[src/rtl/irq_pkg.sv]
package irq_pkg;
    typedef enum logic [2:0] {
        SEL_PEND_LO = 3'd0,
        SEL_PEND_HI = 3'd1,
        SEL_MASK_LO = 3'd2,
        SEL_MASK_HI = 3'd3,
        SEL_NMI_CTL = 3'd4
    } reg_sel_e;

    localparam int BYTE_W = 8;
endpackage

[src/rtl/irq_edge.sv]
module irq_edge #(
    parameter int W = 16
) (
    input  logic         clk,
    input  logic         rst_n,
    input  logic [W-1:0] lvl_i,
    output logic [W-1:0] rise_o
);
    typedef struct packed {
        logic [W-1:0] prev;
    } edge_st_t;

    edge_st_t st_q, st_d;

    always_comb begin
        st_d      = st_q;
        st_d.prev = lvl_i;
    end

    always_ff @(posedge clk or negedge rst_n) begin
        if (!rst_n) st_q <= '0;
        else        st_q <= st_d;
    end

    assign rise_o = lvl_i & ~st_q.prev;
endmodule

[src/rtl/irq_regs.sv]
module irq_regs
    import irq_pkg::*;
#(
    parameter int NUM_SRC = 16
) (
    input  logic               clk,
    input  logic               rst_n,
    input  logic [NUM_SRC-1:0] rise_i,
    input  logic [NUM_SRC-1:0] ack_clr_i,
    input  logic               wr_en_i,
    input  logic [2:0]         wr_sel_i,
    input  logic [BYTE_W-1:0]  wr_data_i,
    output logic [NUM_SRC-1:0] pend_o,
    output logic [NUM_SRC-1:0] mask_o,
    output logic               nmi_mask_o
);
    typedef struct packed {
        logic [NUM_SRC-1:0] pend;
        logic [NUM_SRC-1:0] mask;
        logic               nmi_mask;
    } reg_st_t;

    reg_st_t st_q, st_d;

    always_comb begin
        st_d      = st_q;
        st_d.pend = st_q.pend & ~ack_clr_i;
        if (wr_en_i) begin
            for (int i = 0; i < NUM_SRC; i++) begin
                if ((wr_sel_i == SEL_PEND_LO && i < BYTE_W) ||
                    (wr_sel_i == SEL_PEND_HI && i >= BYTE_W))
                    st_d.pend[i] = wr_data_i[i % BYTE_W];
                if ((wr_sel_i == SEL_MASK_LO && i < BYTE_W) ||
                    (wr_sel_i == SEL_MASK_HI && i >= BYTE_W))
                    st_d.mask[i] = wr_data_i[i % BYTE_W];
            end
            if (wr_sel_i == SEL_NMI_CTL)
                st_d.nmi_mask = wr_data_i[0];
        end
        st_d.pend = st_d.pend | rise_i;
    end

    always_ff @(posedge clk or negedge rst_n) begin
        if (!rst_n) st_q <= '0;
        else        st_q <= st_d;
    end

    assign pend_o     = st_q.pend;
    assign mask_o     = st_q.mask;
    assign nmi_mask_o = st_q.nmi_mask;

    assert_edge_latches_R4: assert property (@(posedge clk) disable iff (!rst_n)
        (rise_i != '0) |=> ((pend_o & $past(rise_i)) == $past(rise_i)));

    assert_mask_kept_R2: assert property (@(posedge clk) disable iff (!rst_n)
        !wr_en_i |=> (mask_o == $past(mask_o)));
endmodule

[src/rtl/irq_prio.sv]
module irq_prio #(
    parameter int NUM_SRC = 16,
    localparam int IDX_W  = $clog2(NUM_SRC)
) (
    input  logic [NUM_SRC-1:0] act_i,
    output logic               any_o,
    output logic [IDX_W-1:0]   idx_o
);
    always_comb begin
        idx_o = '0;
        for (int i = 0; i < NUM_SRC; i++)
            if (act_i[i]) idx_o = IDX_W'(i);
    end

    assign any_o = |act_i;
endmodule

[src/rtl/prio_irq_ctrl.sv]
module prio_irq_ctrl
    import irq_pkg::*;
#(
    parameter int NUM_SRC = 16,
    localparam int IDX_W  = $clog2(NUM_SRC)
) (
    input  logic               clk,
    input  logic               rst_n,
    input  logic [NUM_SRC-1:0] src_i,
    input  logic               nmi_i,
    input  logic               glb_en_i,
    input  logic               wr_en_i,
    input  logic [2:0]         wr_sel_i,
    input  logic [7:0]         wr_data_i,
    input  logic               ack_i,
    input  logic               insn_done_i,
    output logic [NUM_SRC-1:0] pend_o,
    output logic [NUM_SRC-1:0] mask_o,
    output logic               nmi_mask_o,
    output logic               req_valid_o,
    output logic               req_nmi_o,
    output logic [IDX_W-1:0]   req_idx_o
);
    localparam logic [NUM_SRC-1:0] ONE = NUM_SRC'(1);

    typedef struct packed {
        logic nmi_pend;
        logic lock;
    } ctl_st_t;

    ctl_st_t st_q, st_d;

    logic [NUM_SRC-1:0] src_rise, ack_clr, active;
    logic               nmi_rise, any_act, ack_take;
    logic [IDX_W-1:0]   top_idx;

    irq_edge #(.W(NUM_SRC)) u_src_edge (
        .clk(clk), .rst_n(rst_n), .lvl_i(src_i), .rise_o(src_rise));

    irq_edge #(.W(1)) u_nmi_edge (
        .clk(clk), .rst_n(rst_n), .lvl_i(nmi_i), .rise_o(nmi_rise));

    irq_regs #(.NUM_SRC(NUM_SRC)) u_regs (
        .clk(clk), .rst_n(rst_n), .rise_i(src_rise), .ack_clr_i(ack_clr),
        .wr_en_i(wr_en_i), .wr_sel_i(wr_sel_i), .wr_data_i(wr_data_i),
        .pend_o(pend_o), .mask_o(mask_o), .nmi_mask_o(nmi_mask_o));

    assign active = glb_en_i ? (pend_o & mask_o) : '0;

    irq_prio #(.NUM_SRC(NUM_SRC)) u_prio (
        .act_i(active), .any_o(any_act), .idx_o(top_idx));

    assign req_valid_o = !st_q.lock && (st_q.nmi_pend || any_act);
    assign req_nmi_o   = req_valid_o && st_q.nmi_pend;
    assign req_idx_o   = st_q.nmi_pend ? '0 : top_idx;
    assign ack_take    = ack_i && req_valid_o;
    assign ack_clr     = (ack_take && !st_q.nmi_pend) ? (ONE << top_idx) : '0;

    always_comb begin
        st_d = st_q;
        if (ack_take && st_q.nmi_pend) st_d.nmi_pend = 1'b0;
        if (nmi_rise)                  st_d.nmi_pend = 1'b1;
        if (ack_take)                  st_d.lock     = 1'b1;
        else if (insn_done_i)          st_d.lock     = 1'b0;
    end

    always_ff @(posedge clk or negedge rst_n) begin
        if (!rst_n) st_q <= '0;
        else        st_q <= st_d;
    end

    assert_lockout_after_ack_R10: assert property (@(posedge clk) disable iff (!rst_n)
        ack_take |=> !req_valid_o);

    assert_pick_highest_R6: assert property (@(posedge clk) disable iff (!rst_n)
        (req_valid_o && !req_nmi_o) |-> (((pend_o & mask_o) >> req_idx_o) == ONE));

    assert_nmi_wins_R7: assert property (@(posedge clk) disable iff (!rst_n)
        (st_q.nmi_pend && !st_q.lock) |-> (req_valid_o && req_nmi_o && req_idx_o == '0));

    assert_global_gate_R5: assert property (@(posedge clk) disable iff (!rst_n)
        (!glb_en_i && !st_q.nmi_pend) |-> !req_valid_o);

    assert_ack_clears_R9: assert property (@(posedge clk) disable iff (!rst_n)
        (ack_take && !req_nmi_o && !src_rise[req_idx_o] && !wr_en_i)
        |=> !pend_o[$past(req_idx_o)]);
endmodule

[config.mk]
export PLATFORM = sky130hd
export DESIGN_NAME = prio_irq_ctrl
export DESIGN_NICKNAME = d
export VERILOG_FILES = /design/src/rtl/irq_pkg.sv /design/src/rtl/irq_edge.sv /design/src/rtl/irq_regs.sv /design/src/rtl/irq_prio.sv /design/src/rtl/prio_irq_ctrl.sv
export SDC_FILE = /design/constraint.sdc
export NUM_CORES = 1
export LEC_CHECK = 0
export ABC_CLOCK_PERIOD_IN_PS = 3460
export BUFFER_PORTS_ARGS = -buffer_cell sky130_fd_sc_hd__buf_4
export CAP_MARGIN = 20
export CORE_MARGIN = 4
export CORE_UTILIZATION = 55
export CTS_BUF_LIST = sky130_fd_sc_hd__clkbuf_8 sky130_fd_sc_hd__clkbuf_16
export CTS_CLUSTER_DIAMETER = 200
export DETAILED_ROUTE_END_ITERATION = 6
export PLACE_DENSITY = 0.85
export SLEW_MARGIN = 40
export SYNTH_ARGS = -nofsm -noshare
export SYNTH_HDL_FRONTEND = slang
export SYNTH_SLANG_ARGS = --single-unit
[constraint.sdc]
create_clock -name clk -period 3.46 [get_ports clk]
set_clock_uncertainty 0.15 [all_clocks]
set_input_delay 0.519 -clock clk [delete_from_list [all_inputs] [get_ports clk]]
set_output_delay 0.519 -clock clk [all_outputs]
set_load 0.005 [all_outputs]
==> run metrics <==
status complete, no violations; H-tree depth 2; CP max stage delay 470 ps; dominant synthesized flop cell dfrtp_1; CP Buf/Inv Count 1; crit share post-route ~81%; worst-margin pin slew 795 ps; wire length per cell 19.2 um; setup_tns 0 ps; clock buffer depth 2; Worst EP required around 2800 ps; relative slew slack 46.8%; CP arrival 2130 ps; largest cells by area after synthesis dfrtp_1, mux2_2, o21ai_0; Yosys reg bits 52; Max FO, Critical Path 5; area taken by multi-input logic gates 1050 um^2; WL final roughly 6.8 mm; latest clock arrival within the worst-skew pair ~310 ps; Crit. End Element output pin; Yosys warnings 0; Achievable Freq 0.357 GHz; vias in the first global route approximately 2200; Synth Net Count 259; clk sinks 52; # setup viols final 0; most used cell, CP nor2_1; Slew Viols, Final 0; total setup buffers inserted after CTS 0; Post-Syn Area 2410 um^2; synth-to-layout area growth 29.1%; Die Area roughly 5500 um^2; RSZ-0062 raised after global routing no; most frequent cells in the layout buf_4, dfrtp_1, o21ai_0; GRT overflow 0; gr usage total 26.1%; via count about 2100; Hold Crit Class primary input to asynchronous set/reset pin; Hold WS 77.7 ps; I/O Buffers a little over 70; Distinct cells, synth 45; fin cells 353; Layout fillers 305; crit path kind flop to output pin; first-pass GRT wire length 10.8 mm; Cells after Synth 225; clock period minus worst slack 2800 ps; CTS tree yes; Post-synth EDFFs 0; post_cts resized 0; Ant. Diodes 0; Starting Density about three fifths; die width 74.2 um; Final #Nets between 300 and 400; Yosys top cell by area dfrtp_1; share of layout cells above drive strength 1 around a third; Via density 6.01; clk root buf clkbuf_8; Syn Area/Cell 10.7 um^2; initial antenna violation count 0; area fraction of the dominant cell type after synthesis 54.0%; pin count of the biggest net entering global routing 53; IO Count 73; total CTS buffers 5; Fin. Hold Viols 0; Reg area 1300 um^2; max cap viols 0; maximum VDD drop roughly 0.00043 V; hpwl dp about 5 mm; num rows 23; RePlAce Congestion 0.901; Seq/Total Area, Yosys a little over half; TritonRoute pass-1 iters 4; core box area between 4000 and 5000 um^2; DRC 0; Pwr Density 540 nW/um^2; Inst Count DP 345; async set-reset flop share out of synthesis 100%; clk slew on worst S/H paths 100 ps; DRT antenna net count 0; worst path cell trace a22o_1, or3b_2, a211oi_2, nor2_1, nor2_1, buf_4; 1st-iter DRT viols ~130; die height 74.2 um; startpoint types flop; static leakage approximately 1.4 nW; Post-CTS Hold Buffers 0; Worst path slowest cell or3b_2; leading cell type in the layout, fill and taps excluded buf_4; family with the most delay on the worst path compound AO/OA/AOI/OAI gates
-- synth_stat cells (2+ instances only) --
cell type   n
a31oi_1     2
a22o_1      3
nor3_1      3
nor2_1     20
a32oi_1     2
o21ai_0    22
mux2i_1     4
mux2_2     17
nor2b_1     9
nand2_1    13
o22ai_1     4
a22oi_1     4
o32ai_1     3
o21a_1      3
dfrtp_1    52
inv_1      11
nor4_1      2
and2_1      2
nand3_1     7
nand2b_1    3
and3_1      2
a21oi_1    12
a22o_2      2
nand4b_1    2
-- power breakdown --
| group | internal [mW] | switching, mW | leakage [nW] |
|---|---|---|---|
| registers | 0.687 | 0.0913 | 0.579 |
| clock network | 0.214 | 0.202 | 0.0541 |
| logic | 0.252 | 0.234 | 0.753 |
-- kinds of logic (layout without fill, tap and decap cells) --
family | after synthesis | after routing | share of synthesized area, %
AO/OA/AOI/OAI | 67 | 67 | 18.6
multiplexers | 21 | 21 | 9.61
buffers and inverters | 14 | 92 | 2.54
AND/OR/NAND/NOR | 71 | 71 | 15.3
flip-flops | 52 | 52 | 54.0
-- stage by stage --
stage | setup WS, ps | utilization (%) | power (mW) | cell area, um^2
5_1_grt | 585 | 75.6 | 1.77 | 3110
3_3_place_gp | 854 | 72.9 | 1.26 | 3000
6_report | 659 | 75.6 | 1.68 | 3110
4_1_cts | 673 | 75.6 | 1.68 | 3110
2_1_floorplan | 1240 | - | 1.01 | 2410
3_5_place_dp | 856 | 72.9 | 1.27 | 3000
-- worst paths after layout --
| path | from | endpoint | slack (ps) | cells after the start |
|---|---|---|---|---|
| setup / recovery | u_regs.pend_o[5]$_DFF_PN0_ | req_idx_o[1] | 660 | 6 |
| hold / removal | rst_n | u_regs.mask_o[13]$_DFFE_PN0P_ | 80 | 1 |
| setup reg to reg | u_regs.pend_o[5]$_DFF_PN0_ | u_regs.pend_o[6]$_DFF_PN0_ | 1110 | 6 |
| hold reg to reg | u_src_edge.st_q[1]$_DFF_PN0_ | u_regs.pend_o[1]$_DFF_PN0_ | 290 | 1 |
| max in group asynchronous | rst_n | u_regs.pend_o[2]$_DFF_PN0_ | 2650 | 1 |
| min in group clk | src_i[8] | u_src_edge.st_q[8]$_DFF_PN0_ | 170 | 1 |
-- flip-flops by register name, summed over array words and instances, names as in the netlist --
| register | count |
|---|---|
| st_q | 2 |
| u_regs.mask_o | 16 |
| u_regs.nmi_mask_o | 1 |
| u_regs.pend_o | 16 |
| u_nmi_edge.st_q | 1 |
| u_src_edge.st_q | 16 |
-- layer usage --
metal | wire [um] | track usage [%] | vias up
li1 | - | - | 981
met1 | 2920 | 35.1 | 1046
met2 | 3260 | 42.1 | 83
met3 | 531 | 5.27 | 11
met4 | 78 | 9.05 | 0
met5 | 0 | 0 | -
-- worst reg2reg max path, delay by kind of cell, from the launching register on --
family             cells  cell delay (ps)
AOI/OAI and AO/OA      4             1010
and+or+nand+nor        2              660
DFF                    1              420
-- final cells by class --
| type | count | area share [%] |
|---|---|---|
| inverters | 11 | 1.33 |
| clock buffers | 5 | 2.21 |
| clock inverters | 3 | 1.37 |
| multi-input cells | 159 | 33.7 |
| repair buffers | 73 | 17.6 |
| well taps | 50 | 2.01 |
| flip-flops and latches | 52 | 41.8 |
(Power assumes the default switching activity.)
